<file path="src/rtl/sref_pkg.sv">
package sref_pkg;

    typedef enum logic [2:0] {
        CMD_NOP = 3'b111,
        CMD_PRE = 3'b010,
        CMD_REF = 3'b001
    } sdr_cmd_e;

    typedef enum logic [2:0] {
        ST_IDLE,
        ST_PRECH,
        ST_WAIT_RP,
        ST_ENTER,
        ST_SELF,
        ST_EXIT
    } sr_state_e;

    // nanoseconds to whole clock cycles, rounded up
    function automatic int ns_to_cyc(input int ns, input int mhz);
        return (ns * mhz + 999) / 1000;
    endfunction

    function automatic int at_least(input int v, input int lo);
        return (v < lo) ? lo : v;
    endfunction

endpackage

</file>
<file path="src/rtl/sref_timer.sv">
module sref_timer #(
    parameter int W = 4
) (
    input  logic         clk,
    input  logic         rst_n,
    input  logic         load,
    input  logic [W-1:0] load_val,
    output logic         zero
);

    logic [W-1:0] cnt;

    always_ff @(posedge clk) begin
        if (!rst_n)
            cnt <= '0;
        else if (load)
            cnt <= load_val;
        else if (cnt != '0)
            cnt <= cnt - 1'b1;
    end

    assign zero = (cnt == '0);

endmodule

</file>
<file path="src/rtl/sref_guard.sv">
module sref_guard #(
    parameter int DWELL_CYC = 6400,
    parameter int WIN_CYC   = 1560,
    parameter int ROWS      = 4096
) (
    input  logic clk,
    input  logic rst_n,
    input  logic in_sr,
    input  logic sr_exit,
    input  logic host_ref,
    output logic reentry_ok
);

    localparam int DW = $clog2(DWELL_CYC + 1);
    localparam int WW = $clog2(WIN_CYC + 1);
    localparam int RW = $clog2(ROWS + 1);

    logic [DW-1:0] dwell_cnt;
    logic          dwell_ok;
    logic [WW-1:0] win_cnt;
    logic [1:0]    win_refs;
    logic          win_fail;
    logic [RW-1:0] rows_cnt;
    logic          rows_done;

    // cycles spent with clock-enable low in the current stay
    always_ff @(posedge clk) begin
        if (!rst_n) begin
            dwell_cnt <= '0;
            dwell_ok  <= 1'b0;
        end else begin
            if (!in_sr)
                dwell_cnt <= '0;
            else if (int'(dwell_cnt) < DWELL_CYC)
                dwell_cnt <= dwell_cnt + 1'b1;
            if (sr_exit)
                dwell_ok <= (int'(dwell_cnt) + 1 >= DWELL_CYC);
        end
    end

    // fixed refresh windows aligned to the exit, plus the row pass count
    always_ff @(posedge clk) begin
        if (!rst_n) begin
            win_cnt  <= '0;
            win_refs <= '0;
            win_fail <= 1'b0;
            rows_cnt <= RW'(ROWS);
        end else if (sr_exit) begin
            win_cnt  <= '0;
            win_refs <= '0;
            win_fail <= 1'b0;
            rows_cnt <= '0;
        end else if (!in_sr) begin
            if (host_ref && !rows_done)
                rows_cnt <= rows_cnt + 1'b1;
            if (int'(win_cnt) == WIN_CYC - 1) begin
                win_cnt  <= '0;
                win_refs <= '0;
                if (int'(win_refs) + int'(host_ref) < 2)
                    win_fail <= 1'b1;
            end else begin
                win_cnt <= win_cnt + 1'b1;
                if (host_ref && win_refs != 2'd2)
                    win_refs <= win_refs + 1'b1;
            end
        end
    end

    assign rows_done  = (int'(rows_cnt) == ROWS);
    assign reentry_ok = rows_done || (dwell_ok && !win_fail);

    AST_ROWS_CAP: assert property (@(posedge clk) disable iff (!rst_n)
        int'(rows_cnt) <= ROWS);

    AST_WIN_RESTART: assert property (@(posedge clk) disable iff (!rst_n)
        sr_exit |=> (!win_fail && !rows_done));

endmodule

</file>
<file path="src/rtl/sref_seq.sv">
module sref_seq
    import sref_pkg::*;
#(
    parameter int CLK_MHZ  = 100,
    parameter int TRP_NS   = 20,
    parameter int TXSR_NS  = 70,
    parameter int DWELL_NS = 64000,
    parameter int WIN_NS   = 15600,
    parameter int ROWS     = 4096
) (
    input  logic       clk,
    input  logic       rst_n,
    input  logic       sr_req,
    input  logic       host_ref,
    output logic       sr_ack,
    output logic       mem_cke,
    output logic [2:0] mem_cmd,
    output logic       mem_a10
);

    localparam int TRP_CYC   = at_least(ns_to_cyc(TRP_NS, CLK_MHZ), 2);
    localparam int TXSR_CYC  = at_least(ns_to_cyc(TXSR_NS, CLK_MHZ), 2);
    localparam int DWELL_CYC = at_least(ns_to_cyc(DWELL_NS, CLK_MHZ), 1);
    localparam int WIN_CYC   = at_least(ns_to_cyc(WIN_NS, CLK_MHZ), 1);
    localparam int TRP_WAIT  = TRP_CYC - 2;
    localparam int TXSR_WAIT = TXSR_CYC - 1;
    localparam int TMAX      = (TRP_WAIT > TXSR_WAIT) ? TRP_WAIT : TXSR_WAIT;
    localparam int TW        = $clog2(TMAX + 1) + 1;

    sr_state_e st, st_nx;
    logic          tmr_load;
    logic [TW-1:0] tmr_val;
    logic          tmr_zero;
    logic          reentry_ok;
    logic          in_sr;
    logic          sr_exit;
    sdr_cmd_e      cmd;

    // state register
    always_ff @(posedge clk) begin
        if (!rst_n)
            st <= ST_IDLE;
        else
            st <= st_nx;
    end

    // next state and timer loads
    always_comb begin
        st_nx    = st;
        tmr_load = 1'b0;
        tmr_val  = '0;
        unique case (st)
            ST_IDLE:    if (sr_req && reentry_ok) st_nx = ST_PRECH;
            ST_PRECH: begin
                st_nx    = ST_WAIT_RP;
                tmr_load = 1'b1;
                tmr_val  = TW'(TRP_WAIT);
            end
            ST_WAIT_RP: if (tmr_zero) st_nx = ST_ENTER;
            ST_ENTER:   st_nx = ST_SELF;
            ST_SELF: begin
                if (!sr_req) begin
                    st_nx    = ST_EXIT;
                    tmr_load = 1'b1;
                    tmr_val  = TW'(TXSR_WAIT);
                end
            end
            ST_EXIT:    if (tmr_zero) st_nx = ST_IDLE;
            default:    st_nx = ST_IDLE;
        endcase
    end

    // outputs decoded from the state register
    always_comb begin
        cmd     = CMD_NOP;
        mem_cke = 1'b1;
        mem_a10 = 1'b0;
        sr_ack  = 1'b0;
        unique case (st)
            ST_IDLE:    ;
            ST_PRECH: begin
                cmd     = CMD_PRE;
                mem_a10 = 1'b1;
            end
            ST_WAIT_RP: ;
            ST_ENTER: begin
                cmd     = CMD_REF;
                mem_cke = 1'b0;
            end
            ST_SELF: begin
                mem_cke = 1'b0;
                sr_ack  = 1'b1;
            end
            ST_EXIT:    sr_ack = 1'b1;
            default:    ;
        endcase
    end

    assign mem_cmd = cmd;
    assign in_sr   = (st == ST_ENTER) || (st == ST_SELF);
    assign sr_exit = (st == ST_SELF) && !sr_req;

    sref_timer #(.W(TW)) u_timer (
        .clk      (clk),
        .rst_n    (rst_n),
        .load     (tmr_load),
        .load_val (tmr_val),
        .zero     (tmr_zero)
    );

    sref_guard #(
        .DWELL_CYC (DWELL_CYC),
        .WIN_CYC   (WIN_CYC),
        .ROWS      (ROWS)
    ) u_guard (
        .clk        (clk),
        .rst_n      (rst_n),
        .in_sr      (in_sr),
        .sr_exit    (sr_exit),
        .host_ref   (host_ref),
        .reentry_ok (reentry_ok)
    );

    // port-level spacing monitors
    localparam int GW = $clog2(TRP_CYC + 1) + 1;
    localparam int XW = $clog2(TXSR_CYC + 1) + 1;
    logic [GW-1:0] pre_gap;
    logic [XW-1:0] cke_up;

    always_ff @(posedge clk) begin
        if (!rst_n) begin
            pre_gap <= GW'(TRP_CYC);
            cke_up  <= XW'(TXSR_CYC);
        end else begin
            if (mem_cmd == CMD_PRE)
                pre_gap <= GW'(1);
            else if (int'(pre_gap) < TRP_CYC)
                pre_gap <= pre_gap + 1'b1;
            if (!mem_cke)
                cke_up <= '0;
            else if (int'(cke_up) < TXSR_CYC)
                cke_up <= cke_up + 1'b1;
        end
    end

    AST_PRE_ALL_BANKS: assert property (@(posedge clk) disable iff (!rst_n)
        (mem_cmd == CMD_PRE) |-> mem_a10);

    AST_RP_SPACING: assert property (@(posedge clk) disable iff (!rst_n)
        (mem_cmd == CMD_REF && !mem_cke) |-> (int'(pre_gap) >= TRP_CYC));

    AST_SELF_HOLD: assert property (@(posedge clk) disable iff (!rst_n)
        (!mem_cke && $past(!mem_cke)) |-> (mem_cmd == CMD_NOP));

    AST_XSR_NOP: assert property (@(posedge clk) disable iff (!rst_n)
        (mem_cke && int'(cke_up) < TXSR_CYC) |-> (mem_cmd != CMD_PRE && mem_cmd != CMD_REF));

    AST_ACK_AFTER_XSR: assert property (@(posedge clk) disable iff (!rst_n)
        $fell(sr_ack) |-> (int'(cke_up) >= TXSR_CYC));

    AST_ENTRY_LEGAL: assert property (@(posedge clk) disable iff (!rst_n)
        (mem_cmd == CMD_PRE) |-> $past(reentry_ok));

endmodule

</file>
<file path="config.mk">
export PLATFORM = sky130hd
export DESIGN_NAME = sref_seq
export DESIGN_NICKNAME = d
export VERILOG_FILES = /design/src/rtl/sref_pkg.sv /design/src/rtl/sref_timer.sv /design/src/rtl/sref_guard.sv /design/src/rtl/sref_seq.sv
export SDC_FILE = /design/constraint.sdc
export NUM_CORES = 1
export LEC_CHECK = 0
export ABC_AREA = 1
export CORE_MARGIN = 2
export CORE_UTILIZATION = 40
export CTS_CLUSTER_DIAMETER = 100
export DETAILED_ROUTE_END_ITERATION = 7
export GPL_ROUTABILITY_DRIVEN = 0
export PLACE_DENSITY = 0.62
export SETUP_SLACK_MARGIN = 0.3
export SLEW_MARGIN = 20
export SYNTH_ARGS = -nofsm -noshare
export SYNTH_HDL_FRONTEND = slang
export SYNTH_HIERARCHICAL = 1
export SYNTH_SLANG_ARGS = --single-unit
</file>
<file path="constraint.sdc">
create_clock -name clk -period 2.1 [get_ports clk]
set_input_delay 0.42 -clock clk [delete_from_list [all_inputs] [get_ports clk]]
set_output_delay 0.42 -clock clk [all_outputs]
set_load 0.03 [all_outputs]
</file>
==> results of run 1 <==
-- synthesized netlist by cell type, types with 7 or more instances --
cell type,instances,area share
xor2_1,7,0.023
inv_1,43,0.060
dfxtp_1,48,0.36
nand4_1,8,0.019
nor3_1,7,0.013
nand3_1,24,0.045
a21oi_1,35,0.065
nor2_1,58,0.081
o21ai_0,17,0.032
nand2_1,109,0.15
-- per-stage QoR --
step	instances	hold WS, ns
global placement	496	0.450
CTS	504	0.489
finish	504	0.481
global route	504	0.520
detailed placement	496	0.474
floorplan	408	0.435
-- metal layers --
| metal | track usage | vias up |
|---|---|---|
| met3 | 0.0366 | 8 |
| met1 | 0.215 | 1084 |
| met5 | 0 | - |
| li1 | - | 1339 |
| met4 | 0.0592 | 0 |
| met2 | 0.254 | 43 |
-- flip-flops by register name (all words and copies together) (netlist names) --
name	count
st	3
u_guard/dwell_cnt	13
u_guard/dwell_ok	1
u_guard/rows_cnt	13
u_guard/win_cnt	11
u_guard/win_fail	1
u_guard/win_refs	2
u_timer/cnt	4
-- cells in the final DEF, fill, tap and decap left out, drive strengths merged --
master / netlist / routed
nand3: 29 / 29
dfxtp: 48 / 48
nor2: 65 / 65
a21boi: 1 / 1
clkdlybuf4s50: 0 / 3
a21oi: 37 / 37
clkinvlp: 0 / 1
o21a: 1 / 1
buf: 3 / 6
inv: 49 / 50
bufinv: 0 / 1
clkdlybuf4s15: 0 / 1
nand2: 114 / 114
nor3: 9 / 9
conb: 1 / 2
nand4: 8 / 8
a31oi: 1 / 1
xor2: 7 / 7
ha: 6 / 6
xnor2: 5 / 5
clkbuf: 1 / 8
o21ai: 19 / 19
nand3b: 1 / 1
dlygate4sd2: 0 / 2
or2: 2 / 2
-- what timing repair did --
action / CTS / global route
hold buffers: 0 / 0
setup endpoints to repair: 6 / 21
resized for setup: 10 / 11
-- cells by family after synthesis --
| family | count (synthesis) | synth area share |
|---|---|---|
| fa+ha+maj | 6 | 0.0280 |
| compound gates | 59 | 0.117 |
| other cells | 1 | 0.00140 |
| xor+xnor | 12 | 0.0392 |
| simple gates | 228 | 0.379 |
| flops | 48 | 0.358 |
| buf+inv | 53 | 0.0779 |
-- area by class of cell --
class                      instances  area (um^2)
sequential                        48          970
timing repair buffer              15          119
fill                             685         3410
clock inverter                     3         46.3
clock buffer                       5         68.8
tap                               77         96.3
inverter                          49          186
multi-input combinational        307         1530
-- power by group --
part           internal, W  total (W)  switching, W
sequential         0.00104    0.00115      0.000111
combinational     0.000387    0.00111      0.000719
clock             0.000359   0.000686      0.000327
total              0.00178    0.00294       0.00116
-- tightest hold or removal path: stages (launching register included) --
cell	delay, ns
dfxtp_1	0.31
inv_1	0.06
a21oi_1	0.07
-- worst paths after layout --
check                   startpoint                   to  slack (ns)  cells past startpoint
setup / recovery             st[2]           mem_cmd[0]        0.41                      5
hold / removal    u_guard/win_fail     u_guard/win_fail        0.48                      2
setup reg to reg             st[1]  u_guard/rows_cnt[2]        0.48                      9
hold reg to reg   u_guard/win_fail     u_guard/win_fail        0.48                      2
==> flow_summary.ini, run 1 <==
[synth]
async_reset_ff_frac = 0
synth-main-ff-cell = dfxtp_1
seq_area_frac_synth = 0.358
ys_ff_latch = 48
synth_cell_types = 33
synth_cells = 407
avgSynthCellArea_um2 = 6.59
synth-edff-count = 0
netlist_area_um2 = 2680
synth_warnings = 6

[critical_path]
critical_path_class = reg2out
endpoint_kind = primary output
critPathTopFamily = buffers and inverters
cp_cell_sequence = inv_2 -> nand2_2 -> nor2_4 -> inv_2 -> clkdlybuf4s15_2
arrival_ns = 1.27
path_buf_inv = 3
critPathLaunchType = register
crit_required_ns = 1.68
path_common_cell = inv_2
critical_path.slowest_cell = dfxtp_2
cpPeakStageDelay_ns = 0.35
critPathMaxFanout = 5

[detailed_routing]
routedWlPerCell_um = 10.5
route.met3.wl_um = 216
wl_met2_mm = 2.32
drc = 0
drt-total-wl_mm = 5.29
first_iter_violations = 121
routed.top_layer = met4
ant_nets = 0
firstDrtPassIters = 6
viasPerCell = 4.91
num_vias = 2474
m1WireLength_mm = 2.68

[timing]
hold_violations = 0
setup_ws_ns = 0.414
min_period_over_period = 0.803
fin_tns_setup_ns = 0
clock_skew_ns = 0.00767
drv_slew = 0
rsz0062_at_grt = no
setup_viol = 0
fmax_ghz = 0.593
period_minus_slack_ns = 1.69

[clock_network]
cts_root_buffer = clkbuf_8
cts.clk_slew.worst_paths_ns = 0.09
cts_buffers = 5
clockBufferDepth = 2
clk_latency_ns = 0.31
htree_num_levels = 2
cts_tree = built
cts_setup_buffers = 0
cts.sinks = 48

[power_and_ir_drop]
vdd_drop_max_mv = 0.432
power_density_nw_per_um2 = 975
leakagePower_nw = 1.21
power_w = 0.00294

[grt]
grt_overflow = 0
antenna_found_initial = 0
grt_max_degree = 17
grt_pass1_wl_mm = 9.74
grt_pass1_vias = 2291
grt.total_usage = 0.161

[run]
cap_violations = 0

[layout]
drive_gt1_frac = 0.119
fin_nets = 436
area_delta_synth_final_pct = 12.3
design_area_um2 = 3010
diodes = 0
fin_util = 0.469

[floorplan]
rows = 29
dieWidth_um = 85.9
dieArea_um2 = 7380
die_h_um = 85.9
start_util = 0.418
core-area_um2 = 6420
ios = 10

[placement]
dp_slack_ns = 0.284
dp_hpwl_mm = 3.99
place_area_um2 = 2900
io_buffers = 9

[status]
run_status = completed

[min_path]
hold_path_class = reg2reg
Note: power is estimated with default switching activity, not from simulation.
==> inputs of run 2 (changes only) <==
- PLACE_DENSITY: 0.62 -> 0.64
- clock period: 2.1 -> 1.4 ns (I/O delays scaled with it)
==> flow_summary.ini, run 2 (synthesis results as in run 1) <==
[timing]
clock_skew_ns = 0.00912
hold_violations = 0
setup_ws_ns = -0.136
min_period_over_period = 1.10
period_minus_slack_ns = 1.54
fmax_ghz = 0.651
rsz0062_at_grt = yes
drv_slew = 0
setup_viol = 25

[critical_path]
regToRegStartpoint = st[1]
arrival_ns = 1.26
critPathTopFamily = flip-flops
worstReg2RegEnd = u_guard/win_cnt[10]
critPathMaxFanout = 5
crit_required_ns = 1.12
worst-r2r-setup-slack_ns = -0.09
cpPeakStageDelay_ns = 0.38
critPathLaunchType = register
path_common_cell = buf_6
crit_cells = 6
cp_cell_sequence = nor2_4 -> nand2_4 -> nand2_8 -> buf_6 -> inv_4 -> buf_6
critical_path_class = reg2out
reg2reg_depth = 11
critical_path.slowest_cell = dfxtp_4
path_buf_inv = 3
endpoint_kind = primary output

[clock_network]
cts_tree = built
clockBufferDepth = 2
cts.clk_slew.worst_paths_ns = 0.09
clk_latency_ns = 0.30
cts_root_buffer = clkbuf_8
htree_num_levels = 2
cts.sinks = 48
cts_buffers = 5
cts_hold_buf = 0

[layout]
diodes = 0
nFillCells = 485
final_common_cell = nand2_1
drive_gt1_frac = 0.447
area_delta_synth_final_pct = 59.6
final_cell_mix = nand2_1, buf_4, nor2_1
fin_nets = 508
reg.largest.list = u_guard/dwell_cnt x13, u_guard/rows_cnt x13, u_guard/win_cnt x11
fin_util = 0.666

[grt]
grt_max_degree = 14
grt_pass1_vias = 2605
grt.total_usage = 0.185
antenna_found_initial = 0
grt_overflow = 0
grt_pass1_wl_mm = 11.2

[floorplan]
dieArea_um2 = 7380
ios = 10
dieWidth_um = 85.9
start_util = 0.418
die_h_um = 85.9
rows = 29
core-area_um2 = 6420

[status]
run_status = complete, but fails checks
violations = DRC, setup timing

[placement]
dp_hpwl_mm = 4.44
dp_slack_ns = -0.205
io_buffers = 9

[detailed_routing]
firstDrtPassIters = 6
num_vias = 2882
viasPerCell = 5.00
routedWlPerCell_um = 12.9
drt-total-wl_mm = 7.43
wl_met2_mm = 3.78
route.met3.wl_um = 214
first_iter_violations = 141
m1WireLength_mm = 3.33
routed.top_layer = met4
drc = 2
ant_nets = 0

[min_path]
min_path_cells = 1
worst_hold_startpoint = u_guard/dwell_cnt[3]
min_to = u_guard/dwell_cnt[3]
hold_path_class = reg2reg

[run]
cap_violations = 0

[power_and_ir_drop]
leakagePower_nw = 1.80
vdd_drop_max_mv = 0.530
power_density_nw_per_um2 = 1460
[run 2: how the worst max path moves through the flow]
stage                      start                  end  slack, ns
after floorplan            st[2]  u_guard/win_cnt[10]       -0.1
after global placement    sr_req       u_timer/cnt[3]      -0.20
after detailed placement  sr_req       u_timer/cnt[3]      -0.20
after CTS                  st[1]              mem_cke      -0.14
after global routing       st[1]  u_guard/win_cnt[10]      -0.21
final                      st[0]              mem_cke      -0.14
[run 2: per-stage QoR]
stage | hold WS [ns] | setup TNS (ns) | std cells | power, W | instance area [um^2]
after floorplan | 0.364 | -0.272 | 408 | 0.00321 | 2850
after global placement | 0.437 | -2.10 | 538 | 0.00403 | 3360
after detailed placement | 0.445 | -2.46 | 538 | 0.00408 | 3360
after CTS | 0.457 | -0.823 | 559 | 0.00548 | 3790
after global routing | 0.475 | -2.89 | 576 | 0.00663 | 4280
final | 0.459 | -0.956 | 576 | 0.00624 | 4280
[run 2: repair_timing]
action / in CTS / in global routing
gates cloned: 2 / 0
setup buffers: 11 / 17
gates resized for setup: 65 / 107
pin swaps: 32 / 41
setup endpoints to repair: 53 / 53
[run 2: routing by layer]
| metal | track usage | vias up |
|---|---|---|
| met4 | 0.0606 | 0 |
| met5 | 0 | - |
| met2 | 0.309 | 46 |
| li1 | - | 1484 |
| met1 | 0.237 | 1342 |
| met3 | 0.0375 | 10 |
[run 2: layout make-up]
cell class | count | area (um^2) | share of cell area
multi-input combinational | 307 | 2050 | 0.478
sequential | 48 | 1000 | 0.234
tap | 77 | 96.3 | 0.0225
timing repair buffer | 86 | 815 | 0.190
timing repair inverter | 1 | 16.3 | 0.00380
clock buffer | 8 | 90.1 | 0.0210
inverter | 49 | 216 | 0.0506
[run 2: power by group]
| part | switching [W] | total, W | internal, W | leakage (nW) |
|---|---|---|---|---|
| Sequential | 0.000191 | 0.00175 | 0.00156 | 0.399 |
| Clock | 0.000455 | 0.000859 | 0.000404 | 0.0455 |
| Combinational | 0.00190 | 0.00363 | 0.00173 | 1.35 |
